$ cat config.mk
export PLATFORM = sky130hd
export DESIGN_NAME = cfg_addr_gen
export DESIGN_NICKNAME = d
export VERILOG_FILES = /design/src/rtl/cfg_addr_pkg.sv /design/src/rtl/cfg_local_enc.sv /design/src/rtl/cfg_remote_enc.sv /design/src/rtl/cfg_hold_stage.sv /design/src/rtl/cfg_addr_gen.sv
export SDC_FILE = /design/constraint.sdc
export NUM_CORES = 1
export LEC_CHECK = 0
export BUFFER_PORTS_ARGS = -buffer_cell sky130_fd_sc_hd__buf_4
export CAP_MARGIN = 20
export CORE_AREA = 2 2 69 71
export DETAILED_ROUTE_END_ITERATION = 8
export DIE_AREA = 0 0 71 73
export PLACE_DENSITY = 0.59
export REMOVE_ABC_BUFFERS = 1
export SYNTH_ARGS = -nofsm -noshare
export SYNTH_HDL_FRONTEND = slang
export SYNTH_SLANG_ARGS = --single-unit
$ cat constraint.sdc
create_clock -name clk -period 1.55 [get_ports clk]
set_input_delay 0.0775 -clock clk [delete_from_list [all_inputs] [get_ports clk]]
set_output_delay 0.0775 -clock clk [all_outputs]
set_load 0.01 [all_outputs]
$ cat src/rtl/cfg_addr_pkg.sv
package cfg_addr_pkg;
  localparam int DEVFN_W = 8;
  localparam int FUNC_W  = 3;
  localparam int SLOT_W  = DEVFN_W - FUNC_W;
  localparam logic [2:0] CYC_CONFIG = 3'b101;
  typedef enum logic {
    SEG_LOCAL  = 1'b0,
    SEG_REMOTE = 1'b1
  } seg_e;
endpackage

$ cat src/rtl/cfg_local_enc.sv
module cfg_local_enc
  import cfg_addr_pkg::*;
#(
  parameter int OFS_W        = 8,
  parameter int APER_W       = 24,
  parameter int MAP_W        = 16,
  parameter int MAP_BASE_BIT = 16
) (
  input  logic [DEVFN_W-1:0] devfn,
  input  logic [OFS_W-1:0]   ofs,
  output logic [APER_W-1:0]  addr,
  output logic [MAP_W-1:0]   map
);
  localparam int IDSEL_LSB = OFS_W + FUNC_W;
  localparam int SPLIT     = APER_W - 1 - IDSEL_LSB;
  localparam int NSLOT     = 1 << SLOT_W;
  localparam int MAP_LOW   = 4;

  logic [SLOT_W-1:0] slot;
  logic [FUNC_W-1:0] func;
  logic [APER_W-1:0] amask [NSLOT];
  logic [MAP_W-1:0]  mmask [NSLOT];

  assign slot = devfn[DEVFN_W-1:FUNC_W];
  assign func = devfn[FUNC_W-1:0];

  // Each slot gets a constant select mask, placed in the address when it fits
  // the aperture, else in the map word when it fits there, else nowhere.
  for (genvar s = 0; s < NSLOT; s++) begin : g_slot
    localparam int MIDX = s + IDSEL_LSB - MAP_BASE_BIT;
    if (s <= SPLIT) begin : g_in_addr
      assign amask[s] = APER_W'(1) << (s + IDSEL_LSB);
      assign mmask[s] = '0;
    end else if (MIDX >= MAP_LOW && MIDX < MAP_W) begin : g_in_map
      assign amask[s] = '0;
      assign mmask[s] = MAP_W'(1) << MIDX;
    end else begin : g_none
      assign amask[s] = '0;
      assign mmask[s] = '0;
    end
  end

  assign addr = amask[slot] | (APER_W'(func) << OFS_W) | APER_W'(ofs);
  assign map  = mmask[slot] | MAP_W'({CYC_CONFIG, 1'b0});
endmodule

$ cat src/rtl/cfg_remote_enc.sv
module cfg_remote_enc
  import cfg_addr_pkg::*;
#(
  parameter int BUS_W  = 8,
  parameter int OFS_W  = 8,
  parameter int APER_W = 24,
  parameter int MAP_W  = 16
) (
  input  logic [BUS_W-1:0]   bus,
  input  logic [DEVFN_W-1:0] devfn,
  input  logic [OFS_W-1:0]   ofs,
  output logic [APER_W-1:0]  addr,
  output logic [MAP_W-1:0]   map
);
  assign addr = APER_W'({bus, devfn, ofs});
  assign map  = MAP_W'({CYC_CONFIG, 1'b1});
endmodule

$ cat src/rtl/cfg_hold_stage.sv
module cfg_hold_stage #(
  parameter int W = 40
) (
  input  logic         clk,
  input  logic         rst_n,
  input  logic         in_valid,
  output logic         in_ready,
  input  logic [W-1:0] in_data,
  output logic         out_valid,
  input  logic         out_ready,
  output logic [W-1:0] out_data
);
  assign in_ready = !out_valid || out_ready;

  always_ff @(posedge clk or negedge rst_n) begin
    if (!rst_n) begin
      out_valid <= 1'b0;
    end else if (in_ready) begin
      out_valid <= in_valid;
    end
  end

  always_ff @(posedge clk or negedge rst_n) begin
    if (!rst_n) begin
      out_data <= '0;
    end else if (in_valid && in_ready) begin
      out_data <= in_data;
    end
  end
endmodule

$ cat src/rtl/cfg_addr_gen.sv
module cfg_addr_gen
  import cfg_addr_pkg::*;
#(
  parameter int BUS_W  = 8,
  parameter int OFS_W  = 8,
  parameter int APER_W = 24,
  parameter int MAP_W  = 16
) (
  input  logic              clk,
  input  logic              rst_n,
  input  logic              req_valid,
  output logic              req_ready,
  input  logic [BUS_W-1:0]  req_bus,
  input  logic [7:0]        req_devfn,
  input  logic [OFS_W-1:0]  req_offset,
  output logic              rsp_valid,
  input  logic              rsp_ready,
  output logic [APER_W-1:0] rsp_addr,
  output logic [MAP_W-1:0]  rsp_map
);
  localparam int PAY_W = APER_W + MAP_W;

  seg_e              seg;
  logic [APER_W-1:0] loc_addr, rem_addr, sel_addr;
  logic [MAP_W-1:0]  loc_map, rem_map, sel_map;
  logic [PAY_W-1:0]  pay_out;

  assign seg = (req_bus == '0) ? SEG_LOCAL : SEG_REMOTE;

  cfg_local_enc #(
    .OFS_W(OFS_W), .APER_W(APER_W), .MAP_W(MAP_W), .MAP_BASE_BIT(16)
  ) u_local (
    .devfn(req_devfn), .ofs(req_offset), .addr(loc_addr), .map(loc_map)
  );

  cfg_remote_enc #(
    .BUS_W(BUS_W), .OFS_W(OFS_W), .APER_W(APER_W), .MAP_W(MAP_W)
  ) u_remote (
    .bus(req_bus), .devfn(req_devfn), .ofs(req_offset),
    .addr(rem_addr), .map(rem_map)
  );

  always_comb begin
    if (seg == SEG_LOCAL) begin
      sel_addr = loc_addr;
      sel_map  = loc_map;
    end else begin
      sel_addr = rem_addr;
      sel_map  = rem_map;
    end
  end

  cfg_hold_stage #(.W(PAY_W)) u_stage (
    .clk(clk), .rst_n(rst_n),
    .in_valid(req_valid), .in_ready(req_ready), .in_data({sel_map, sel_addr}),
    .out_valid(rsp_valid), .out_ready(rsp_ready), .out_data(pay_out)
  );

  assign rsp_addr = pay_out[APER_W-1:0];
  assign rsp_map  = pay_out[PAY_W-1:APER_W];
endmodule

# ---- After elaboration in Yosys (flattened, before gate mapping)
# Memories as Yosys holds them, arrays and structs flattened.
# Cells that the tools add are included.
dict set report word_totals {
  in_bits 28
  reg_bits 41
  out_inout_bits 42
  mem_bits_ro 1280
  mem_count 2
}
# name words word_bits read_ports rd_clocked_by_memory_dff write_ports line_no
set memory_table {}
lappend memory_table {{(no name shown)} 32 24 1 0 0 cfg_local_enc.sv:43} ;# assign addr = amask[slot] | (APER_W'(func) << OFS_W) | APER_W'(ofs);
lappend memory_table {{(no name shown)} 32 16 1 0 0 cfg_local_enc.sv:44} ;# assign map = mmask[slot] | MAP_W'({CYC_CONFIG, 1'b0});
dict set report op_classes {
  bitwise_logic 3
  n_mux 6
  n_reduce_logical 4
  n_lt_le_gt_ge 1
}
# operator count
set ops {}
lappend ops {{$mux W24} 3}
lappend ops {{$mux W16} 3}
lappend ops {{$or A24 B11 Y24} 1}
lappend ops {{$or A24 B8 Y24} 1}
lappend ops {{$logic_not A8 Y1} 1}
lappend ops {{$ge A6 B6 Y1 const B} 1}
lappend ops {{$not A5 Y6} 1}
lappend ops {{$logic_and A1 B1 Y1} 1}
lappend ops {{$logic_not A1 Y1} 1}
lappend ops {{$logic_or A1 B1 Y1} 1}

# ---- Longest topological paths before layout
dict set report depth {
  word_depth 7
  mapped_depth 5
  ltp_nobuf 4
}

# ---- Hierarchy
# From an unflattened synthesis, not the netlist that was laid out.
dict set report unflattened {
  hier_cells 233
  area_unflattened_um2 3012.9
}
# module seq_area_each_um2 area_each_um2 n_inst cells_per_inst
set by_module_without_submodules {}
lappend by_module_without_submodules {cfg_hold_stage 1026.0 1702.9 1 88}
lappend by_module_without_submodules {cfg_addr_gen 0.0 661.9 1 47}
lappend by_module_without_submodules {cfg_local_enc 0.0 340.3 1 56}
lappend by_module_without_submodules {cfg_remote_enc 0.0 307.8 1 42}

# ---- Worst setup path before layout
# OpenSTA, ideal clock, no wires.
dict set report synth_path {
  kind {register -> register}
  startpoint {register u_stage.out_valid}
  endpoint {register u_stage.out_data[38]}
  setup_time_ns 0.076
  setup_slack_ns 0.051
  t_arrival_ns 1.423
  period_less_slack_ns 1.499
  path_stages_with_launch 5
  path_buffers 0
  path_cell_list {dfrtp_1 nand2b_1 nand2_1 or4_4 o21ai_1}
}
dict set report synth_via {
  elab_chain_len 3
}
# element line_no
set synth_lines {}
lappend synth_lines {{start, declared} cfg_hold_stage.sv:9} ;# output logic out_valid,
lappend synth_lines {{start signal, assigned} cfg_hold_stage.sv:19} ;# out_valid <= in_valid;
lappend synth_lines {{$logic_not A1 Y1} cfg_hold_stage.sv:13} ;# assign in_ready = !out_valid || out_ready;
lappend synth_lines {{$logic_or A1 B1 Y1} cfg_hold_stage.sv:13}
lappend synth_lines {{via req_ready} cfg_addr_gen.sv:12} ;# output logic req_ready,
lappend synth_lines {{$logic_and A1 B1 Y1} cfg_hold_stage.sv:26} ;# end else if (in_valid && in_ready) begin
lappend synth_lines {{end signal, assigned} cfg_hold_stage.sv:27} ;# out_data <= in_data;
lappend synth_lines {{end, declared} cfg_hold_stage.sv:11} ;# output logic [W-1:0] out_data
# The timed path passes the listed nets, and every way through them passes these cells.
# A chain may end at the register's enable or synchronous reset.

# ---- Worst setup path in the final report
dict set report layout_path {
  startpoint {register u_stage.out_valid}
  endpoint {register u_stage.out_data[37]}
}
dict set report layout_via {
  elab_chain_len 3
}
# element line_no
set layout_lines {}
lappend layout_lines {{$logic_not A1 Y1} cfg_hold_stage.sv:13}
lappend layout_lines {{$logic_or A1 B1 Y1} cfg_hold_stage.sv:13}
lappend layout_lines {{$logic_and A1 B1 Y1} cfg_hold_stage.sv:26}
# Every way passes these cells.

==> summary.txt <==
status: completed
RSZ-0062 raised after global routing: no
pre-CTS setup slack: 0.0388 ns
sw frac: 25.9%
Worst EP arrival: 1.63 ns
Comb power frac: 22.0%
Switching Power: 0.545 mW
vias per cell: 4.85
grt ovf: 0
Routed Antenna Nets: 0
sequence of cells on the critical path: nand2b_1 > nand2_2 > or4_4 > o21ai_1
ANT cells: 0
WS Path Type: flip-flop to flip-flop
Final Non-Filler Cells: 247
sequential area share after synthesis: 58.6%
total power: 2.11 mW
Critical R2R Launch: u_stage.out_valid
Worst-path clk slew: 0.06 ns
WL/cell: 14.6 microns
Worst Hold Class: primary input to flip-flop
Placed Area: 0.00203 sq mm
Final Cell Area: 0.00213 sq mm
ys async rst share: 100%
Port Buf Inserts: 64
clk buf depth: 2
Peak VDD IR: 0.356 mV
endpoint class of the critical path: flip-flop
Setup Skew: 0.00233 ns
Power Density: 991 mW/mm^2
YS warnings: 0
met3 WL: 241 microns
Static Leakage: 1.02 nW
CP endpoint: u_stage.out_data[37]
Syn Inst Count: 124
critical path fanouts, max: 4
max cap viols: 0
Synth cell types: 28
total global-route track usage: 14.7%
R2R depth: 4
First DRT Iteration DRCs: 67
internal power: 1.56 mW
Initial Utilization: 33.0%
HPWL Detailed: 2780 microns
min Tclk post-route: 1.43 ns
highest clock rate: 699 MHz
CP peak stage delay: 0.52 ns
Synth Cell Area: 0.00150 sq mm
core area: 0.00454 sq mm
top sig layer: met4
clock power share: 27.6%
final-stage net count: 222
Slew Limit Fails: 0
Met1 Wirelength: 1510 microns
HP Start: req_valid
number of remaining DRC errors: 0
final wirelength: 3600 microns
EDFF count, synth: 0
htree depth: 2
Setup violations, final: 0
clk sinks: 35
reg2reg end: u_stage.out_data[37]
root buffer cell: clkbuf_8
commonest non-fill, non-tap cell in the layout: buf_4
share of layout cells above drive strength 1: 46.6%
Inserted Clock Buffers: 5
Mapped Avg Cell Area: 12.1 sq um
Worst Path Required: 1.75 ns
commonest non-fill, non-tap cells in the layout: buf_4 (66), dfrtp_1 (35), o21ai_0 (14)
Hold Slack: 0.0253 ns
RePlAce Congestion: 0.722
area grow syn2layout: 42.2%
Die H: 73 microns
Startpoint Class: flip-flop
number of global-route vias before repair: 1237
FF+latch count, synth: 35
placed insts: 240
global-route wire length before repair: 5950 microns
WL met2: 1820 microns
DIE WIDTH: 71 microns
CTS tree: built
io pins: 70
first-pass iteration count of the detailed router: 6
number of core rows: 25
crit path from: u_stage.out_valid
ys flop type: dfrtp_1
largest net degree at the start of global routing: 36
Worst path slowest cell: or4_4
fin crit share: 92.3%
Seq pwr share: 50.4%
# Post-CTS Setup Buffers: 0
Fin. Hold Viols: 0
number of antenna violations at the first check in global routing: 0
Worst Slack Setup Final: 0.120 ns
Worst-Skew Late Latency: 0.28 ns
Vias: 1198
Worst R2R Setup Slack: 0.12 ns
die area: 0.00518 sq mm
==> per-stage QoR <==
stage	utilization, %	TNS, ns
after floorplan	-	-9.76
after global placement	44.9	0
after detailed placement	44.9	0
after CTS	46.7	0
after global routing	46.9	0
final	46.9	0
==> routing by layer <==
metal / up-vias / GRT usage (%)
met5: - / 0
met1: 574 / 18.6
li1: 569 / -
met3: 5 / 4.01
met4: 0 / 5.03
met2: 50 / 24.6
==> synthesized netlist by cell type, types with 2 or more instances <==
cell type	count	share of area, %
buf_4	6	3.0
nand2_1	11	2.8
a22oi_1	5	2.5
nand2b_1	5	2.1
inv_1	2	0.50
buf_2	2	0.67
nand3_1	2	0.67
o21ai_1	6	2.0
mux2i_1	8	5.4
mux2_2	11	8.3
o21ai_0	14	4.7
dfrtp_1	35	59
nor2_1	2	0.50
==> timing repair <==
action,in CTS,in global routing
hold buffers,1,0
endpoints found under the setup margin,0,4
hold endpoints to repair,35,0
resized for setup,0,2
==> registers in the layout, summed over array words and instances (netlist names) <==
| signal | count |
|---|---|
| u_stage.out_valid | 1 |
| u_stage.out_data | 34 |
==> kinds of logic (layout without fill, tap and decap cells) <==
family / Yosys count / in the layout / share of synthesized area (%)
and+or+nand+nor: 30 / 30 / 12.2
muxes: 19 / 19 / 13.6
buffers and inverters: 11 / 76 / 4.43
DFF: 35 / 35 / 58.6
other: 1 / 5 / 0.251
AOI/OAI and AO/OA: 28 / 28 / 10.9
==> layout make-up <==
cell class                      count  area, sq um
Sequential cell                    35          876
Timing Repair Buffer               68          526
Multi-Input combinational cell     82          577
Fill cell                         417         2410
Tap cell                           54         67.6
Clock buffer                        6         72.6
Inverter                            2         7.51
==> power groups by stage <==
stage          logic [mW]  clock network (mW)  registers, mW
3_3_place_gp        0.458                   0           1.07
2_1_floorplan       0.139                   0           1.12
5_1_grt             0.507               0.653           1.07
6_report            0.464               0.581           1.06
4_1_cts             0.471               0.605           1.06
3_5_place_dp        0.468                   0           1.08
==> worst min path at each step <==
stage	endpoint	slack [ns]	cells after the start
3_3_place_gp	u_stage.out_data[5]	0.05	1
6_report	u_stage.out_valid	0.03	3
4_1_cts	u_stage.out_valid	0.002	3
5_1_grt	u_stage.out_data[0]	0.03	2
3_5_place_dp	u_stage.out_data[9]	0.06	1
2_1_floorplan	u_stage.out_data[0]	-0.22	0
==> critical path: cells and delay by family (launching register included) <==
family	cells	cell delay, ns
DFF	1	0.41
and+or+nand+nor	3	0.80
AOI/OAI and AO/OA	1	0.15
(Power assumes the default switching activity.)
